<file path="src/rtl/hsSpiPkg.sv">
package hsSpiPkg;
  localparam int LEN_W = 6;

  typedef struct packed {
    logic             start;
    logic             second;
    logic [LEN_W-1:0] len;
    logic             useDn;
  } xferCmd_t;
endpackage

</file>
<file path="src/rtl/hsSpiCtrl.sv">
module hsSpiCtrl
  import hsSpiPkg::*;
#(
  parameter int FIRST_BYTES = 4,
  parameter int MAX_XFER    = 31,
  parameter int TO_W        = 16
) (
  input  logic            clk,
  input  logic            rstN,
  input  logic            txStart,
  input  logic            hreqN,
  input  logic            srdyN,
  input  logic [TO_W-1:0] toLimit,
  input  logic            xferDone,
  input  logic [7:0]      dnLen0,
  input  logic [7:0]      upLen0,
  output xferCmd_t        cmd,
  output logic            sreqN,
  output logic            busy,
  output logic            txnDone,
  output logic            upValid,
  output logic            txnErr
);
  localparam int TOTAL = FIRST_BYTES + MAX_XFER;
  localparam logic [7:0] TOTAL_B = 8'(TOTAL);
  localparam logic [7:0] FIRST_B = 8'(FIRST_BYTES);

  typedef enum logic [1:0] {S_IDLE, S_REQ, S_REL, S_SHIFT} state_t;

  state_t            state;
  logic [1:0]        hreqSync;
  logic [1:0]        srdySync;
  logic              dnPend;
  logic              useDn;
  logic              second;
  logic [LEN_W-1:0]  secLenReg;
  logic [TO_W-1:0]   waitCnt;
  logic              startGo;
  logic [7:0]        dnEff;
  logic [7:0]        upEff;
  logic [7:0]        maxEff;
  logic [7:0]        secLen;
  logic              srdyLow;
  logic              waitOver;

  function automatic logic [7:0] clampLen(input logic [7:0] v);
    return (v > TOTAL_B) ? TOTAL_B : v;
  endfunction

  // Two-flop synchronisers for the asynchronous sideband inputs.
  always_ff @(posedge clk or negedge rstN) begin
    if (!rstN) begin
      hreqSync <= 2'b11;
      srdySync <= 2'b11;
    end else begin
      hreqSync <= {hreqSync[0], hreqN};
      srdySync <= {srdySync[0], srdyN};
    end
  end

  always_comb begin
    srdyLow  = ~srdySync[1];
    startGo  = (state == S_IDLE) && (dnPend || !hreqSync[1]);
    waitOver = (waitCnt == toLimit);
    dnEff    = useDn ? clampLen(dnLen0) : 8'd0;
    upEff    = clampLen(upLen0);
    maxEff   = (dnEff > upEff) ? dnEff : upEff;
    secLen   = (maxEff > FIRST_B) ? (maxEff - FIRST_B) : 8'd0;
  end

  assign busy = (state != S_IDLE);

  always_ff @(posedge clk or negedge rstN) begin
    if (!rstN) begin
      dnPend <= 1'b0;
    end else begin
      dnPend <= txStart | (dnPend & ~startGo);
    end
  end

  always_ff @(posedge clk or negedge rstN) begin
    if (!rstN) begin
      state     <= S_IDLE;
      cmd       <= '0;
      sreqN     <= 1'b1;
      useDn     <= 1'b0;
      second    <= 1'b0;
      secLenReg <= '0;
      waitCnt   <= '0;
      txnDone   <= 1'b0;
      upValid   <= 1'b0;
      txnErr    <= 1'b0;
    end else begin
      cmd.start <= 1'b0;
      txnDone   <= 1'b0;
      upValid   <= 1'b0;
      case (state)
        S_IDLE: begin
          if (startGo) begin
            state   <= S_REQ;
            sreqN   <= 1'b0;
            useDn   <= dnPend;
            second  <= 1'b0;
            waitCnt <= '0;
            txnErr  <= 1'b0;
          end
        end
        S_REQ: begin
          if (srdyLow) begin
            sreqN   <= 1'b1;
            waitCnt <= '0;
            state   <= S_REL;
          end else if (waitOver) begin
            sreqN  <= 1'b1;
            txnErr <= 1'b1;
            state  <= S_IDLE;
          end else begin
            waitCnt <= waitCnt + 1'b1;
          end
        end
        S_REL: begin
          if (!srdyLow) begin
            state      <= S_SHIFT;
            cmd.start  <= 1'b1;
            cmd.second <= second;
            cmd.len    <= second ? secLenReg : LEN_W'(FIRST_BYTES);
            cmd.useDn  <= useDn;
          end else if (waitOver) begin
            txnErr <= 1'b1;
            state  <= S_IDLE;
          end else begin
            waitCnt <= waitCnt + 1'b1;
          end
        end
        S_SHIFT: begin
          if (xferDone) begin
            if (!second && (secLen != 8'd0)) begin
              second    <= 1'b1;
              secLenReg <= secLen[LEN_W-1:0];
              sreqN     <= 1'b0;
              waitCnt   <= '0;
              state     <= S_REQ;
            end else begin
              txnDone <= 1'b1;
              upValid <= (upLen0 != 8'd0);
              state   <= S_IDLE;
            end
          end
        end
        default: state <= S_IDLE;
      endcase
    end
  end
endmodule

</file>
<file path="src/rtl/hsSpiPath.sv">
module hsSpiPath
  import hsSpiPkg::*;
#(
  parameter int CLK_DIV     = 2,
  parameter int DEPTH       = 35,
  parameter int ADDR_W      = 6,
  parameter int FIRST_BYTES = 4
) (
  input  logic              clk,
  input  logic              rstN,
  input  xferCmd_t          cmd,
  input  logic              wrEn,
  input  logic [ADDR_W-1:0] wrAddr,
  input  logic [7:0]        wrData,
  input  logic [ADDR_W-1:0] rdAddr,
  output logic [7:0]        rdData,
  input  logic              miso,
  output logic              sck,
  output logic              mosi,
  output logic              ssN,
  output logic              xferDone,
  output logic [7:0]        dnLen0,
  output logic [7:0]        upLen0
);
  localparam int DIV_W = (CLK_DIV > 1) ? $clog2(CLK_DIV) : 1;
  localparam logic [ADDR_W-1:0] DEPTH_A = ADDR_W'(DEPTH);
  localparam logic [ADDR_W-1:0] FIRST_A = ADDR_W'(FIRST_BYTES);

  logic [7:0]        dnBuf [DEPTH];
  logic [7:0]        upBuf [DEPTH];
  logic              active;
  logic              phHigh;
  logic [DIV_W-1:0]  divCnt;
  logic [2:0]        bitCnt;
  logic [LEN_W-1:0]  byteCnt;
  logic [LEN_W-1:0]  lenReg;
  logic [ADDR_W-1:0] baseReg;
  logic              useDnReg;
  logic [7:0]        shReg;
  logic              tick;
  logic [ADDR_W-1:0] curAddr;
  logic [ADDR_W-1:0] nextAddr;
  logic [ADDR_W-1:0] cmdBase;
  logic [7:0]        rxByte;

  always_ff @(posedge clk) begin
    if (wrEn && (wrAddr < DEPTH_A)) dnBuf[wrAddr] <= wrData;
  end

  always_comb begin
    tick     = (divCnt == DIV_W'(CLK_DIV - 1));
    curAddr  = baseReg + ADDR_W'(byteCnt);
    nextAddr = curAddr + 1'b1;
    cmdBase  = cmd.second ? FIRST_A : '0;
    rxByte   = {shReg[6:0], miso};
    rdData   = (rdAddr < DEPTH_A) ? upBuf[rdAddr] : 8'd0;
    dnLen0   = dnBuf[0];
    upLen0   = upBuf[0];
  end

  always_ff @(posedge clk or negedge rstN) begin
    if (!rstN) begin
      for (int i = 0; i < DEPTH; i++) upBuf[i] <= 8'd0;
      active   <= 1'b0;
      phHigh   <= 1'b0;
      divCnt   <= '0;
      bitCnt   <= '0;
      byteCnt  <= '0;
      lenReg   <= '0;
      baseReg  <= '0;
      useDnReg <= 1'b0;
      shReg    <= '0;
      sck      <= 1'b0;
      mosi     <= 1'b0;
      ssN      <= 1'b1;
      xferDone <= 1'b0;
    end else begin
      xferDone <= 1'b0;
      if (cmd.start) begin
        active   <= 1'b1;
        ssN      <= 1'b0;
        sck      <= 1'b0;
        phHigh   <= 1'b0;
        divCnt   <= '0;
        bitCnt   <= '0;
        byteCnt  <= '0;
        lenReg   <= cmd.len;
        baseReg  <= cmdBase;
        useDnReg <= cmd.useDn;
        shReg    <= (cmd.useDn && (cmdBase < DEPTH_A)) ? dnBuf[cmdBase] : 8'd0;
      end else if (active) begin
        divCnt <= tick ? '0 : divCnt + 1'b1;
        if (tick) begin
          if (!phHigh) begin
            if (byteCnt == lenReg) begin
              active   <= 1'b0;
              ssN      <= 1'b1;
              mosi     <= 1'b0;
              xferDone <= 1'b1;
            end else begin
              sck    <= 1'b1;
              mosi   <= shReg[7];
              phHigh <= 1'b1;
            end
          end else begin
            sck    <= 1'b0;
            phHigh <= 1'b0;
            bitCnt <= bitCnt + 1'b1;
            if (bitCnt == 3'd7) begin
              if (curAddr < DEPTH_A) upBuf[curAddr] <= rxByte;
              byteCnt <= byteCnt + 1'b1;
              shReg   <= (useDnReg && (nextAddr < DEPTH_A)) ? dnBuf[nextAddr] : 8'd0;
            end else begin
              shReg <= rxByte;
            end
          end
        end
      end
    end
  end
endmodule

</file>
<file path="src/rtl/hsSpiMaster.sv">
module hsSpiMaster
  import hsSpiPkg::*;
#(
  parameter int CLK_DIV     = 2,
  parameter int FIRST_BYTES = 4,
  parameter int MAX_XFER    = 31,
  parameter int TO_W        = 16,
  localparam int DEPTH      = FIRST_BYTES + MAX_XFER,
  localparam int ADDR_W     = $clog2(DEPTH + 1)
) (
  input  logic              clk,
  input  logic              rstN,
  input  logic              txStart,
  input  logic              wrEn,
  input  logic [ADDR_W-1:0] wrAddr,
  input  logic [7:0]        wrData,
  input  logic [ADDR_W-1:0] rdAddr,
  output logic [7:0]        rdData,
  input  logic [TO_W-1:0]   toLimit,
  input  logic              hreqN,
  output logic              sreqN,
  input  logic              srdyN,
  output logic              ssN,
  output logic              sck,
  output logic              mosi,
  input  logic              miso,
  output logic              busy,
  output logic              txnDone,
  output logic              upValid,
  output logic              txnErr
);
  xferCmd_t   cmd;
  logic       xferDone;
  logic [7:0] dnLen0;
  logic [7:0] upLen0;

  hsSpiCtrl #(
    .FIRST_BYTES(FIRST_BYTES), .MAX_XFER(MAX_XFER), .TO_W(TO_W)
  ) i_ctrl (
    .clk(clk), .rstN(rstN), .txStart(txStart), .hreqN(hreqN), .srdyN(srdyN),
    .toLimit(toLimit), .xferDone(xferDone), .dnLen0(dnLen0), .upLen0(upLen0),
    .cmd(cmd), .sreqN(sreqN), .busy(busy), .txnDone(txnDone),
    .upValid(upValid), .txnErr(txnErr)
  );

  hsSpiPath #(
    .CLK_DIV(CLK_DIV), .DEPTH(DEPTH), .ADDR_W(ADDR_W), .FIRST_BYTES(FIRST_BYTES)
  ) i_path (
    .clk(clk), .rstN(rstN), .cmd(cmd), .wrEn(wrEn), .wrAddr(wrAddr),
    .wrData(wrData), .rdAddr(rdAddr), .rdData(rdData), .miso(miso),
    .sck(sck), .mosi(mosi), .ssN(ssN), .xferDone(xferDone),
    .dnLen0(dnLen0), .upLen0(upLen0)
  );
endmodule

</file>
<file path="config.mk">
export PLATFORM = sky130hd
export DESIGN_NAME = hsSpiMaster
export DESIGN_NICKNAME = d
export VERILOG_FILES = /design/src/rtl/hsSpiPkg.sv /design/src/rtl/hsSpiCtrl.sv /design/src/rtl/hsSpiPath.sv /design/src/rtl/hsSpiMaster.sv
export SDC_FILE = /design/constraint.sdc
export NUM_CORES = 1
export LEC_CHECK = 0
export BUFFER_PORTS_ARGS = -buffer_cell sky130_fd_sc_hd__buf_4
export CORE_ASPECT_RATIO = 1.4
export CORE_MARGIN = 4
export CORE_UTILIZATION = 50
export DETAILED_ROUTE_END_ITERATION = 10
export PLACE_DENSITY = 0.71
export SLEW_MARGIN = 15
export SYNTH_ARGS = -nofsm -noshare
export SYNTH_HDL_FRONTEND = slang
export SYNTH_HIERARCHICAL = 1
export SYNTH_SLANG_ARGS = --single-unit
</file>
<file path="constraint.sdc">
create_clock -name clk -period 6.1 [get_ports clk]
set_input_delay 0 -clock clk [delete_from_list [all_inputs] [get_ports clk]]
set_output_delay 0 -clock clk [all_outputs]
set_load 0.05 [all_outputs]
</file>
==> flow_summary_export.csv <==
group,metric,value,unit
critical_path,worstPathRequired,6.61,ns
critical_path,r2r_slack,0.59,ns
clock_network,cts_tree,"yes",
placement,io_buffers,58,
synthesis,yosysTopAreaCell,"dfrtp_1",
final_layout,stdcell_count,2712,
global_routing,grt_first_pass_wirelength,103000,um
synthesis,netlist_area,28600,um^2
critical_path,worstReg2RegEnd,"i_ctrl/secLenReg[4]",
die,core,56600,um^2
placement,place.gp.congestion,0.851,
timing,whs,-0.0380,ns
die,ios,59,
clock_network,root_buffer,"clkbuf_16",
synthesis,netlist_top_cells_area,"dfrtp_1 (31%), edfxtp_1 (29%), mux2_2 (12%), mux4_2 (11%), nor2_1 (1.3%)",
detailed_routing,wirelength,65200,um
global_routing,grtUsageTotal,21.5,%
synthesis,async_flop_share,56.0,%
synthesis,synth_ff_type,"dfrtp_1",
clock_network,path_clk_slew,0.06,ns
final_layout,fin_util,56.4,%
clock_network,cts_made_buffers,59,
clock_network,clock_latency,0.64,ns
synthesis,seq_area_frac_synth,60.5,%
synthesis,synth_common_cells,"dfrtp_1 (350), mux2_2 (298), edfxtp_1 (280), mux4_2 (144), nor2_1 (99)",
worst_hold_path,hp-class,"input pin to async pin",
outcome,outcome,"complete, but fails checks",
placement,dp.cells,2580,
timing,hold_violations,8,
detailed_routing,vias,16400,
detailed_routing,dr.pass1.iters,5,
synthesis,yosysWarnings,6,
detailed_routing,wl_per_cell,24.1,um
timing,setup_viol_count_final,0,
power_and_ir_drop,swShare,26.2,%
power_and_ir_drop,powerDensity,301,nW/um^2
synthesis,syn_avg_cell_area,15.1,um^2
timing,tightest_slew,1.16,ns
global_routing,grt_max_degree,207,
final_layout,num-nets-final,1992,
detailed_routing,vias_per_cell,6.04,
synthesis,ys_ff_latch,636,
critical_path,crit_fanout,8,
synthesis,syn_inst,1892,
power_and_ir_drop,pwr-share-seq,49.3,%
die,fp.dieW,210,um
critical_path,rr_startpoint,"i_path/upLen0[2]",
detailed_routing,drc,0,
global_routing,grt_pass1_vias,17300,
timing,fin_tns_setup,0,ns
detailed_routing,dr.first_iter.drc_count,1218,
power_and_ir_drop,power_frac_clock,39.4,%
timing,fin_crit,5.51,ns
critical_path,arrival,6.03,ns
timing,slew_headroom,22.0,%
die,die_area,61200,um^2
critical_path,end_kind,"flop",
timing,fin_skew,0.0213,ns
final_layout,syn_to_final_growth,11.5,%
timing,fmax,181,MHz
synthesis,synth_top_area_share,30.6,%
global_routing,antenna_found_initial,1,
clock_network,clk_path_buf_depth,3,
critical_path,start_kind,"flop",
power_and_ir_drop,p_comb_share,11.3,%
final_layout,final_layout_size_suffix_gt1_share,33.3,%
flow_run,maxCapViolCount,0,
clock_network,cts_max_level,2,
timing,period_share,90.4,%
timing,drv_slew,0,
power_and_ir_drop,p_int,7100,uW
final_layout,seq_area,17300,um^2
synthesis,ys_types,74,
final_layout,multiInputGateArea,10600,um^2
power_and_ir_drop,switchingPower,2520,uW
power_and_ir_drop,ir_worst_vdd,0.000274,V
synthesis,synth_edf_count,280,
die,die_h,291,um
placement,hpwl,42500,um
global_routing,overflow,0,
clock_network,post-cts-setup-buffers,0,
final_layout,num_antenna_cells,0,
power_and_ir_drop,p_leak,0.0131,uW
timing,rsz0062_at_grt,"false",
outcome,violations,"hold timing",
critical_path,worstSetupPathType,"flop to flop",
clock_network,cts.sinks,636,
critical_path,r2r_cells,19,
die,rows,103,
final_layout,final.fill_count,4335,
synthesis,synthMostInstantiatedCell,"dfrtp_1",
detailed_routing,ant_nets,0,
die,initial_core_util,50.6,%
## metrics by stage
stage / hold WS, ns / area [um^2] / total power (uW) / setup WS, ns
finish: -0.0380 / 31900 / 9610 / 0.587
global placement: 0.0631 / 29700 / 5840 / 0.518
global route: 0.0371 / 31900 / 9980 / 0.182
floorplan: -0.296 / 28600 / 5460 / 0.881
CTS: 0.00487 / 31900 / 9690 / 0.435
detailed placement: 0.0839 / 29700 / 5890 / 0.474
## power by group through the flow
stage | Sequential [uW] | Clock [uW] | Combinational (uW)
final | 4740 | 3790 | 1080
after CTS | 4740 | 3880 | 1080
after global routing | 4750 | 4040 | 1190
after global placement | 4820 | 0 | 1030
after floorplan | 4770 | 0 | 699
after detailed placement | 4830 | 0 | 1060
## timing repair
| item | in CTS | in global routing |
|---|---|---|
| hold buffers | 20 | 0 |
| resized for setup | 0 | 1 |
| endpoints found under the hold margin | 475 | 0 |
| setup endpoints to repair | 0 | 9 |
## logic make-up (layout without fill, tap and decap cells)
family / count (synthesis) / in the layout / share of synthesized area [%]
AND/OR/NAND/NOR: 337 / 337 / 5.81
adder cells (fa/ha/maj): 21 / 21 / 0.918
multiplexers: 479 / 479 / 24.4
flip-flops: 636 / 636 / 60.5
XOR/XNOR: 36 / 36 / 1.10
AO/OA/AOI/OAI: 204 / 204 / 4.71
buffers and inverters: 177 / 260 / 2.56
other: 2 / 4 / 0.0262
## state kept, by name (all words and copies together) (netlist names), 2 cells and up
register,cells
i_ctrl/cmd,9
i_ctrl/hreqSync,2
i_ctrl/secLenReg,6
i_ctrl/srdySync,2
i_ctrl/state,2
i_ctrl/waitCnt,16
i_path/bitCnt,3
i_path/byteCnt,6
i_path/dnBuf,280
i_path/lenReg,6
i_path/shReg,8
i_path/upBuf,272
i_path/upLen0,8
## worst max path at each step
stage                startpoint  slack (ns)                   to
6_report       i_path/upLen0[2]        0.59  i_ctrl/secLenReg[4]
3_3_place_gp   i_path/upLen0[2]        0.52    i_ctrl/waitCnt[4]
2_1_floorplan  i_path/upLen0[4]        0.88    i_ctrl/waitCnt[5]
3_5_place_dp   i_path/upLen0[2]        0.47    i_ctrl/waitCnt[8]
4_1_cts        i_path/upLen0[2]        0.43    i_ctrl/waitCnt[8]
5_1_grt        i_path/upLen0[2]        0.18  i_ctrl/secLenReg[1]
## cell usage in the layout, fill, tap and decap left out, types with 24 or more instances in the layout
cell / instances
a21oi_1: 40
buf_4: 76
clkbuf_16: 60
dfrtp_1: 349
edfxtp_1: 280
inv_1: 49
mux2_2: 298
mux2i_1: 34
mux4_2: 144
nand2_1: 97
nor2_1: 99
o21ai_0: 31
o22ai_1: 24
xor2_1: 28
## critical path, cell delays in order (launching register included)
cell and delay [ns]:
dfrtp_1 0.42, or3_1 0.39, a211oi_1 0.43, nor2b_1 0.25, ha_1 0.16, nor2b_1 0.11
o21ai_0 0.07, or3_1 0.33, a211o_1 0.36, buf_4 0.21, mux2i_1 0.21, inv_1 0.11
ha_1 0.34, nand2_1 0.05, or4b_1 0.45, a2111oi_0 0.58, a211oi_2 0.15, nand2_1 0.27
nor2_1 0.16, mux2_1 0.33
## final cells by class
class | instances | area share, %
Sequential cell | 636 | 54.3
Inverter | 49 | 0.576
Multi-Input combinational cell | 1081 | 33.2
Tap cell | 735 | 2.88
Clock inverter | 29 | 1.09
Clock buffer | 81 | 5.20
Timing Repair Buffer | 101 | 2.76
## routing by layer
layer | wire length, um | share of wire [%] | vias to the layer above | global-route usage (%)
met4 | 1830 | 2.8 | 0 | 6.19
li1 | - | - | 7221 | -
met3 | 2480 | 3.8 | 107 | 2.73
met2 | 35500 | 54 | 384 | 39.0
met5 | 0 | 0 | - | 0
met1 | 25400 | 39 | 8656 | 27.0
(Power assumes the default switching activity.)
